[src/rtl/twi_slave_pkg.sv]
package twi_slave_pkg;
    typedef enum logic [1:0] {
        ST_IDLE,
        ST_ARMED,
        ST_START_HOLD,
        ST_OVF_HOLD
    } hold_state_t;
endpackage

[src/rtl/twi_line_sync.sv]
module twi_line_sync #(
    parameter int STAGES = 2
) (
    input  logic clk,
    input  logic rst_n,
    input  logic d,
    output logic q
);
    logic [STAGES-1:0] chain;

    always_ff @(posedge clk or negedge rst_n) begin
        if (!rst_n) chain <= '1;
        else        chain <= {chain[STAGES-2:0], d};
    end

    assign q = chain[STAGES-1];
endmodule

[src/rtl/twi_bus_cond.sv]
module twi_bus_cond (
    input  logic clk,
    input  logic rst_n,
    input  logic en,
    input  logic scl_s,
    input  logic sda_s,
    output logic scl_rise,
    output logic scl_fall,
    output logic start_evt,
    output logic stop_evt
);
    logic scl_prev;
    logic sda_late;
    logic sda_late_prev;

    // SDA is looked at one cycle later than SCL, so SCL is stable around it
    always_ff @(posedge clk or negedge rst_n) begin
        if (!rst_n) begin
            scl_prev      <= 1'b1;
            sda_late      <= 1'b1;
            sda_late_prev <= 1'b1;
        end else begin
            scl_prev      <= scl_s;
            sda_late      <= sda_s;
            sda_late_prev <= sda_late;
        end
    end

    assign scl_rise  = scl_s & ~scl_prev;
    assign scl_fall  = ~scl_s & scl_prev;
    assign start_evt = en & scl_s & sda_late_prev & ~sda_late;
    assign stop_evt  = en & scl_s & ~sda_late_prev & sda_late;
endmodule

[src/rtl/twi_shift_cnt.sv]
module twi_shift_cnt #(
    parameter int DATA_W = 8,
    parameter int CNT_W  = 4
) (
    input  logic              clk,
    input  logic              rst_n,
    input  logic              en,
    input  logic              scl_rise,
    input  logic              scl_fall,
    input  logic              sda_s,
    input  logic              wr_shift,
    input  logic [DATA_W-1:0] shift_wdata,
    input  logic              wr_cnt,
    input  logic [CNT_W-1:0]  cnt_wdata,
    input  logic              cnt_clr,
    output logic [DATA_W-1:0] shift_q,
    output logic [CNT_W-1:0]  cnt_q,
    output logic              out_bit,
    output logic              ovf_evt
);
    localparam logic [CNT_W-1:0] CNT_TOP = '1;

    logic edge_seen;
    assign edge_seen = en & (scl_rise | scl_fall);
    assign ovf_evt   = edge_seen & ~wr_cnt & ~cnt_clr & (cnt_q == CNT_TOP);

    always_ff @(posedge clk or negedge rst_n) begin
        if (!rst_n)         cnt_q <= '0;
        else if (wr_cnt)    cnt_q <= cnt_wdata;
        else if (cnt_clr)   cnt_q <= '0;
        else if (edge_seen) cnt_q <= cnt_q + 1'b1;
    end

    always_ff @(posedge clk or negedge rst_n) begin
        if (!rst_n)              shift_q <= '1;
        else if (wr_shift)       shift_q <= shift_wdata;
        else if (en && scl_rise) shift_q <= {shift_q[DATA_W-2:0], sda_s};
    end

    always_ff @(posedge clk or negedge rst_n) begin
        if (!rst_n)              out_bit <= 1'b1;
        else if (wr_shift)       out_bit <= shift_wdata[DATA_W-1];
        else if (en && scl_fall) out_bit <= shift_q[DATA_W-1];
    end
endmodule

[src/rtl/twi_hold_fsm.sv]
module twi_hold_fsm
    import twi_slave_pkg::*;
(
    input  logic clk,
    input  logic rst_n,
    input  logic en,
    input  logic start_evt,
    input  logic scl_fall,
    input  logic ovf_evt,
    input  logic clr_start,
    input  logic clr_ovf,
    output logic hold
);
    hold_state_t state, state_nx;

    always_ff @(posedge clk or negedge rst_n) begin
        if (!rst_n) state <= ST_IDLE;
        else        state <= state_nx;
    end

    always_comb begin
        state_nx = state;
        if (!en) begin
            state_nx = ST_IDLE;
        end else if (start_evt) begin
            state_nx = ST_ARMED;
        end else begin
            unique case (state)
                ST_IDLE:       if (ovf_evt) state_nx = ST_OVF_HOLD;
                ST_ARMED: begin
                    if (clr_start)     state_nx = ST_IDLE;
                    else if (scl_fall) state_nx = ST_START_HOLD;
                end
                ST_START_HOLD: if (clr_start) state_nx = ST_IDLE;
                ST_OVF_HOLD:   if (clr_ovf)   state_nx = ST_IDLE;
                default:       state_nx = ST_IDLE;
            endcase
        end
    end

    always_comb begin
        hold = (state == ST_START_HOLD) || (state == ST_OVF_HOLD);
    end
endmodule

[src/rtl/twi_slave_shifter.sv]
module twi_slave_shifter #(
    parameter int DATA_W      = 8,
    parameter int CNT_W       = 4,
    parameter int SYNC_STAGES = 2
) (
    input  logic              clk,
    input  logic              rst_n,
    input  logic              en,
    input  logic              scl_i,
    input  logic              sda_i,
    output logic              scl_drive_low,
    output logic              sda_drive_low,
    input  logic              sda_oe,
    input  logic              wr_shift,
    input  logic [DATA_W-1:0] shift_wdata,
    input  logic              wr_cnt,
    input  logic [CNT_W-1:0]  cnt_wdata,
    input  logic              clr_start,
    input  logic              clr_ovf,
    input  logic              clr_stop,
    output logic [DATA_W-1:0] shift_q,
    output logic [CNT_W-1:0]  cnt_q,
    output logic              start_flag,
    output logic              ovf_flag,
    output logic              stop_flag,
    output logic              irq
);
    logic scl_s, sda_s;
    logic scl_rise, scl_fall, start_evt, stop_evt;
    logic ovf_evt, out_bit, hold;

    twi_line_sync #(.STAGES(SYNC_STAGES)) i_sync_scl (
        .clk(clk), .rst_n(rst_n), .d(scl_i), .q(scl_s)
    );
    twi_line_sync #(.STAGES(SYNC_STAGES)) i_sync_sda (
        .clk(clk), .rst_n(rst_n), .d(sda_i), .q(sda_s)
    );

    twi_bus_cond i_cond (
        .clk(clk), .rst_n(rst_n), .en(en), .scl_s(scl_s), .sda_s(sda_s),
        .scl_rise(scl_rise), .scl_fall(scl_fall),
        .start_evt(start_evt), .stop_evt(stop_evt)
    );

    twi_shift_cnt #(.DATA_W(DATA_W), .CNT_W(CNT_W)) i_datapath (
        .clk(clk), .rst_n(rst_n), .en(en),
        .scl_rise(scl_rise), .scl_fall(scl_fall), .sda_s(sda_s),
        .wr_shift(wr_shift), .shift_wdata(shift_wdata),
        .wr_cnt(wr_cnt), .cnt_wdata(cnt_wdata), .cnt_clr(clr_start),
        .shift_q(shift_q), .cnt_q(cnt_q), .out_bit(out_bit), .ovf_evt(ovf_evt)
    );

    twi_hold_fsm i_hold (
        .clk(clk), .rst_n(rst_n), .en(en), .start_evt(start_evt),
        .scl_fall(scl_fall), .ovf_evt(ovf_evt),
        .clr_start(clr_start), .clr_ovf(clr_ovf), .hold(hold)
    );

    // setting a flag wins over clearing it in the same cycle
    always_ff @(posedge clk or negedge rst_n) begin
        if (!rst_n) begin
            start_flag <= 1'b0;
            ovf_flag   <= 1'b0;
            stop_flag  <= 1'b0;
        end else begin
            start_flag <= start_evt | (start_flag & ~clr_start);
            ovf_flag   <= ovf_evt   | (ovf_flag   & ~clr_ovf);
            stop_flag  <= stop_evt  | (stop_flag  & ~clr_stop);
        end
    end

    assign scl_drive_low = hold;
    assign sda_drive_low = sda_oe & ~out_bit;
    assign irq           = start_flag | ovf_flag;
endmodule

[config.mk]
export PLATFORM = sky130hd
export DESIGN_NAME = twi_slave_shifter
export DESIGN_NICKNAME = d
export VERILOG_FILES = /design/src/rtl/twi_slave_pkg.sv /design/src/rtl/twi_line_sync.sv /design/src/rtl/twi_bus_cond.sv /design/src/rtl/twi_shift_cnt.sv /design/src/rtl/twi_hold_fsm.sv /design/src/rtl/twi_slave_shifter.sv
export SDC_FILE = /design/constraint.sdc
export NUM_CORES = 1
export LEC_CHECK = 0
export ABC_AREA = 1
export BUFFER_PORTS_ARGS = -buffer_cell sky130_fd_sc_hd__buf_4
export CAP_MARGIN = 25
export CORE_UTILIZATION = 43
export DETAILED_ROUTE_END_ITERATION = 8
export PLACE_DENSITY = 0.7
export SLEW_MARGIN = 15
export SYNTH_ARGS = -nofsm -noshare
export SYNTH_HDL_FRONTEND = slang
export SYNTH_SLANG_ARGS = --single-unit
[constraint.sdc]
create_clock -name clk -period 2.35 [get_ports clk]
set_clock_uncertainty 0.1 [all_clocks]
set_input_delay 0.705 -clock clk [delete_from_list [all_inputs] [get_ports clk]]
set_output_delay 0.705 -clock clk [all_outputs]
set_load 0.1 [all_outputs]
==> impl_metrics.json, run 1 <==
{
  "htreeDepth": 1,
  "grt.overflow.total": 0,
  "postCtsSetupBuffers": 0,
  "syn_avg_cell_area_um2": 8.89,
  "drive_gt1_frac": 0.420,
  "met3_length_um": 79,
  "wl_per_cell_um": 12.2,
  "antenna_found_initial": 0,
  "syn_nets": 160,
  "met1Wirelength_mm": 1.10,
  "seqPwrFrac": 0.431,
  "syn_inst": 134,
  "crit_type": "register to output port",
  "worst_ir_drop_vdd_mv": 0.638,
  "hpwl_mm": 1.92,
  "n_antenna_cell": 0,
  "rows": 18,
  "place_congestion": 0.810,
  "clkPwrFrac": 0.143,
  "p_total_mw": 1.28,
  "p_leak_nw": 0.760,
  "setup_viol_count_final": 0,
  "via_per_inst": 5.02,
  "p_sw_mw": 0.577,
  "postRouteWirelength_mm": 2.51,
  "holdCritPathClass": "input pin to asynchronous set/reset pin",
  "dr.pass1.iters": 4,
  "clk_pin_slew_ns": 0.13,
  "die_height_um": 54.6,
  "ctsResizeCount": 0,
  "synth_area_mm2": 0.00119,
  "grt_pass1_wl_mm": 4.00,
  "clk_path_buf_depth": 2,
  "layout_setup_ws_ns": 0.381,
  "hold_violations": 0,
  "fmax_mhz": 508,
  "tritoncts": "built",
  "drc": 0,
  "grtUsageTotal": 0.188,
  "num_io_pins": 41,
  "holdBufCountCts": 0,
  "crit_fanout": 3,
  "synth_cell_types": 25,
  "cp.arrival_ns": 1.16,
  "tightest_slew_ns": 0.335,
  "io_buffer_count": 40,
  "yosysSeqAreaShare": 0.542,
  "drv_cap": 0,
  "final_cell_mix": "buf_4 (40), nand2_1 (20), inv_1 (16), dfstp_2 (16), nor2_1 (14)",
  "cts_buffers": 3,
  "die_x_um": 54.6,
  "fillers": 238,
  "grt_start_max_net_pins": 26,
  "end_kind": "output port",
  "crit_slowest_cell": "dfstp_2",
  "route.met2.wl_mm": 1.31,
  "top_layer_used": "met4",
  "period_minus_slack_ns": 1.97,
  "slowest_delay_ns": 0.57,
  "min_period_over_period": 0.838,
  "clock_latency_ns": 0.31,
  "path_cells": "buf_4",
  "yosys_warnings": 0,
  "critPathBufInv": 1,
  "layout.cells.most_common": "buf_4",
  "area_delta_synth_final_pct": 30.4,
  "cpLargestDelayFamily": "flip-flops",
  "critPathLaunchType": "register",
  "rsz0062_at_grt": "no",
  "sw_frac_of_total": 0.452,
  "finalMaxSlewViolations": 0,
  "p_int_mw": 0.699,
  "drt-initial-drc-count": 21,
  "fin_setup_tns_ns": 0,
  "preCtsSetupSlack_ns": 0.380,
  "status": "completed",
  "vias": 1034,
  "clock_sinks": 25,
  "synth_seq_cells": 25,
  "final_cell_area_mm2": 0.00155,
  "coreArea_mm2": 0.00254,
  "pwr_density_cell_mw_per_mm2": 822,
  "relSlewSlack": 0.774,
  "grt_pass1_vias": 937,
  "die_area_mm2": 0.00298,
  "combPwrFrac": 0.426,
  "cts_root_buf": "clkbuf_4",
  "dpl_cell_area_mm2": 0.00153,
  "postRouteAntennaNets": 0,
  "start_util": 0.468,
  "nNetsFinal": 203,
  "crit_required_ns": 1.54,
  "final_util": 0.610
}
==> cell type report <==
class | count | area, um^2 | share of cell area
Sequential cell | 25 | 646 | 0.416
Multi-Input combinational cell | 89 | 474 | 0.305
Timing Repair Buffer | 40 | 300 | 0.193
Inverter | 18 | 67.6 | 0.0435
Tap cell | 30 | 37.5 | 0.0242
Clock buffer | 3 | 22.5 | 0.0145
Clock inverter | 1 | 5.00 | 0.00322
==> cells in the mapped netlist <==
cell type,instances,area share
nand2_1,21,0.066
dfstp_2,16,0.35
inv_1,16,0.050
nor2_1,15,0.047
a21oi_1,9,0.038
dfrtp_1,9,0.19
o21ai_0,9,0.038
nand3_1,7,0.029
a31oi_1,4,0.021
nand2_2,4,0.021
nor3_1,4,0.017
ha_1,3,0.032
inv_2,2,0.0063
nand4_1,2,0.011
o211ai_1,2,0.013
or2_2,2,0.011
a22oi_1,1,0.0063
buf_2,1,0.0042
clkbuf_1,1,0.0031
nand3_2,1,0.0084
nor2_2,1,0.0053
nor2_4,1,0.0095
o21ai_2,1,0.0074
o311ai_0,1,0.0074
o32ai_1,1,0.0074
==> registers in the layout (all words and copies together) (netlist names) <==
register / flops
i_datapath.cnt_q: 4
i_cond.sda_late: 1
i_sync_scl.chain: 2
i_cond.sda_late_prev: 1
ovf_flag: 1
i_datapath.shift_q: 8
stop_flag: 1
start_flag: 1
i_sync_sda.chain: 2
i_cond.scl_prev: 1
i_hold.state: 2
i_datapath.out_bit: 1
==> path summary, 6_finish.rpt <==
kind / startpoint / to / slack (ns) / cells after the start
setup / recovery: i_datapath.shift_q[6]$_DFFE_PN1P_ / shift_q[6] / 0.38 / 1
min in group clk: i_sync_scl.chain[0]$_DFF_PN1_ / i_sync_scl.chain[1]$_DFF_PN1_ / 0.26 / 0
hold / removal: rst_n / stop_flag$_DFF_PN0_ / 0.17 / 1
max in group asynchronous: rst_n / i_sync_scl.chain[0]$_DFF_PN1_ / 1.69 / 1
hold reg to reg: i_sync_scl.chain[0]$_DFF_PN1_ / i_sync_scl.chain[1]$_DFF_PN1_ / 0.26 / 0
setup reg to reg: i_cond.scl_prev$_DFF_PN1_ / i_datapath.cnt_q[3]$_DFFE_PN0P_ / 0.72 / 5
==> logic make-up (layout without fill, tap and decap cells) <==
family          count (synthesis)  after routing  share of synthesized area
flops                          25             25                      0.542
simple gates                   58             58                      0.225
fa+ha+maj                       3              3                     0.0315
buf+inv                        20             62                     0.0641
compound gates                 28             28                      0.138
==> metrics by stage <==
step / hold slack, ns / instances
detailed placement: 0.247 / 202
global route: 0.170 / 206
finish: 0.169 / 206
global placement: 0.246 / 202
CTS: 0.168 / 206
floorplan: 0.245 / 134
==> per-layer routing <==
layer / vias up / track usage
met3: 4 / 0.0333
met4: 0 / 0.0513
met1: 483 / 0.252
met5: - / 0
met2: 20 / 0.309
li1: 527 / -
==> power groups by stage <==
stage	clock, mW	combinational (mW)	sequential (mW)
floorplan	0	0.223	0.746
global placement	0	0.533	0.551
detailed placement	0	0.544	0.558
CTS	0.191	0.545	0.551
global route	0.209	0.584	0.558
finish	0.183	0.543	0.550
No activity file was read; power rests on OpenSTA's default activity.
==> run 2, diff against run 1 <==
--- a/config.mk
+++ b/config.mk
@@ -10,7 +10,7 @@
 export CAP_MARGIN = 25
 export CORE_UTILIZATION = 43
 export DETAILED_ROUTE_END_ITERATION = 8
-export PLACE_DENSITY = 0.7
+export PLACE_DENSITY = 0.73
 export SLEW_MARGIN = 15
 export SYNTH_ARGS = -nofsm -noshare
 export SYNTH_HDL_FRONTEND = slang
==> constraint.sdc (replaced) <==
create_clock -name clk -period 1.8 [get_ports clk]
set_clock_uncertainty 0.1 [all_clocks]
set_input_delay 0.54 -clock clk [delete_from_list [all_inputs] [get_ports clk]]
set_output_delay 0.54 -clock clk [all_outputs]
set_load 0.1 [all_outputs]
==> impl_metrics.json, run 2 (synthesized netlist as in run 1, its figures left out) <==
{
  "num_io_pins": 41,
  "end_kind": "output port",
  "top_register": "i_datapath.shift_q",
  "crit_type": "register to output port",
  "dr.pass1.iters": 4,
  "rr_startpoint": "i_cond.scl_prev$_DFF_PN1_",
  "crit_slowest_cell": "dfstp_2",
  "cp.arrival_ns": 1.13,
  "min_period_over_period": 0.981,
  "reg.largest.list": "i_datapath.shift_q (8), i_datapath.cnt_q (4)",
  "clock_sinks": 25,
  "path_cells": "buf_6",
  "worst_ir_drop_vdd_mv": 0.771,
  "status": "completed",
  "die_area_mm2": 0.00298,
  "hold_violations": 0,
  "drc": 0,
  "critPathBufInv": 1,
  "crit_fanout": 3,
  "grtUsageTotal": 0.193,
  "n_antenna_cell": 0,
  "die_x_um": 54.6,
  "drt-initial-drc-count": 7,
  "die_height_um": 54.6,
  "drv_cap": 0,
  "cpLargestDelayFamily": "flip-flops",
  "largest_register_ffs": 8,
  "cp-endpoint": "shift_q[0]",
  "postCtsSetupBuffers": 0,
  "reg2reg_depth": 5,
  "fillers": 212,
  "drive_gt1_frac": 0.441,
  "hpwl_mm": 1.91,
  "area_delta_synth_final_pct": 35.9,
  "cts_root_buf": "clkbuf_4",
  "coreArea_mm2": 0.00254,
  "finalMaxSlewViolations": 0,
  "fmax_mhz": 566,
  "rsz0062_at_grt": "no",
  "cts_buffers": 3,
  "postRouteAntennaNets": 0,
  "clock_latency_ns": 0.32,
  "io_buffer_count": 40,
  "tightest_slew_ns": 0.337,
  "min_from": "scl_i",
  "pwr_density_cell_mw_per_mm2": 1050,
  "start_util": 0.468,
  "place_congestion": 0.789,
  "final_cell_mix": "buf_4 (30), nand2_1 (20), inv_1 (16), dfstp_2 (16), nor2_1 (14)",
  "worst-path-stages": 1,
  "grt.overflow.total": 0,
  "timing.reg2reg.setup_slack_ns": 0.17,
  "htreeDepth": 1,
  "period_minus_slack_ns": 1.77,
  "holdWs_ns": 0.211,
  "wl_per_cell_um": 12.3,
  "layout.cells.most_common": "buf_4",
  "grt_start_max_net_pins": 26,
  "grt_pass1_vias": 978,
  "vias": 1068,
  "rows": 18,
  "rr_endpoint": "i_datapath.cnt_q[3]$_DFFE_PN0P_",
  "cp-startpoint": "i_datapath.shift_q[0]$_DFFE_PN1P_",
  "grt_pass1_wl_mm": 4.10,
  "clk_pin_slew_ns": 0.14,
  "setup_viol_count_final": 0,
  "holdCritPathClass": "input pin to register",
  "fin_setup_tns_ns": 0,
  "postRouteWirelength_mm": 2.55,
  "clk_path_buf_depth": 2,
  "slowest_delay_ns": 0.58,
  "tritoncts": "built",
  "via_per_inst": 5.16,
  "crit_required_ns": 1.16,
  "relSlewSlack": 0.776,
  "antenna_found_initial": 0,
  "p_leak_nw": 0.773,
  "nNetsFinal": 204,
  "critPathLaunchType": "register"
}
-- run 2: cell types whose count changed in the layout (fill, tap and decap cells not counted) --
cell	before	now
dlygate4sd3_1	0	1
nor2_2	2	1
dfrtp_1	9	5
buf_4	40	30
dfrtp_2	0	4
nand2_2	5	4
nand2_4	0	1
buf_8	0	1
buf_6	0	9
nor2_4	1	2
-- run 2: area by class of cell --
cell class | instances | area [um^2] | share of cell area
clock inverter | 1 | 5.00 | 0.00309
inverter | 18 | 67.6 | 0.0417
sequential | 25 | 651 | 0.402
timing repair buffer | 41 | 352 | 0.217
clock buffer | 3 | 22.5 | 0.0139
tap | 30 | 37.5 | 0.0232
multi-input combinational | 89 | 484 | 0.299
-- run 2: worst min-delay path by stage --
stage                                                  to  slack (ns)  depth (start not counted)
after floorplan           i_datapath.cnt_q[0]$_DFFE_PN0P_        0.14                          0
final                       i_sync_scl.chain[0]$_DFF_PN1_        0.21                          1
after detailed placement    i_sync_sda.chain[1]$_DFF_PN1_        0.25                          0
after global routing        i_sync_sda.chain[0]$_DFF_PN1_        0.19                          1
after global placement      i_sync_sda.chain[1]$_DFF_PN1_        0.25                          0
after CTS                   i_sync_scl.chain[0]$_DFF_PN1_        0.20                          1
-- run 2: stage by stage --
step                      setup slack, ns  instance area, um^2  power [mW]  utilization  cells
after floorplan                    0.0311                 1210        1.27            -    134
after global placement              0.154                 1540        1.42        0.605    202
after detailed placement            0.143                 1540        1.44        0.605    202
after CTS                          0.0193                 1610        1.72        0.633    207
after global routing             0.000763                 1620        1.79        0.636    207
final                              0.0347                 1620        1.71        0.636    207
-- run 2: repair_timing --
item	4_1_cts	5_1_grt
gates resized for setup	9	2
hold endpoints to repair	9	0
pin swaps	0	0
hold buffers	1	0
endpoints found under the setup margin	9	2
gates cloned	0	0
-- run 2: routing by layer --
| layer | wire length, um | vias to the layer above | part of all wire | GRT usage |
|---|---|---|---|---|
| met5 | 0 | - | 0 | 0 |
| met4 | 39 | 0 | 0.015 | 0.0769 |
| met3 | 88 | 4 | 0.035 | 0.0333 |
| met2 | 1280 | 27 | 0.50 | 0.335 |
| met1 | 1140 | 502 | 0.45 | 0.234 |
| li1 | - | 535 | - | - |
-- run 2: report_power, final --
part / leakage [nW] / switching (mW) / internal (mW) / total [mW]
logic: 0.478 / 0.532 / 0.200 / 0.732
registers: 0.278 / 0.0739 / 0.651 / 0.725
clock network: 0.0177 / 0.167 / 0.0832 / 0.250
total: 0.773 / 0.772 / 0.935 / 1.71
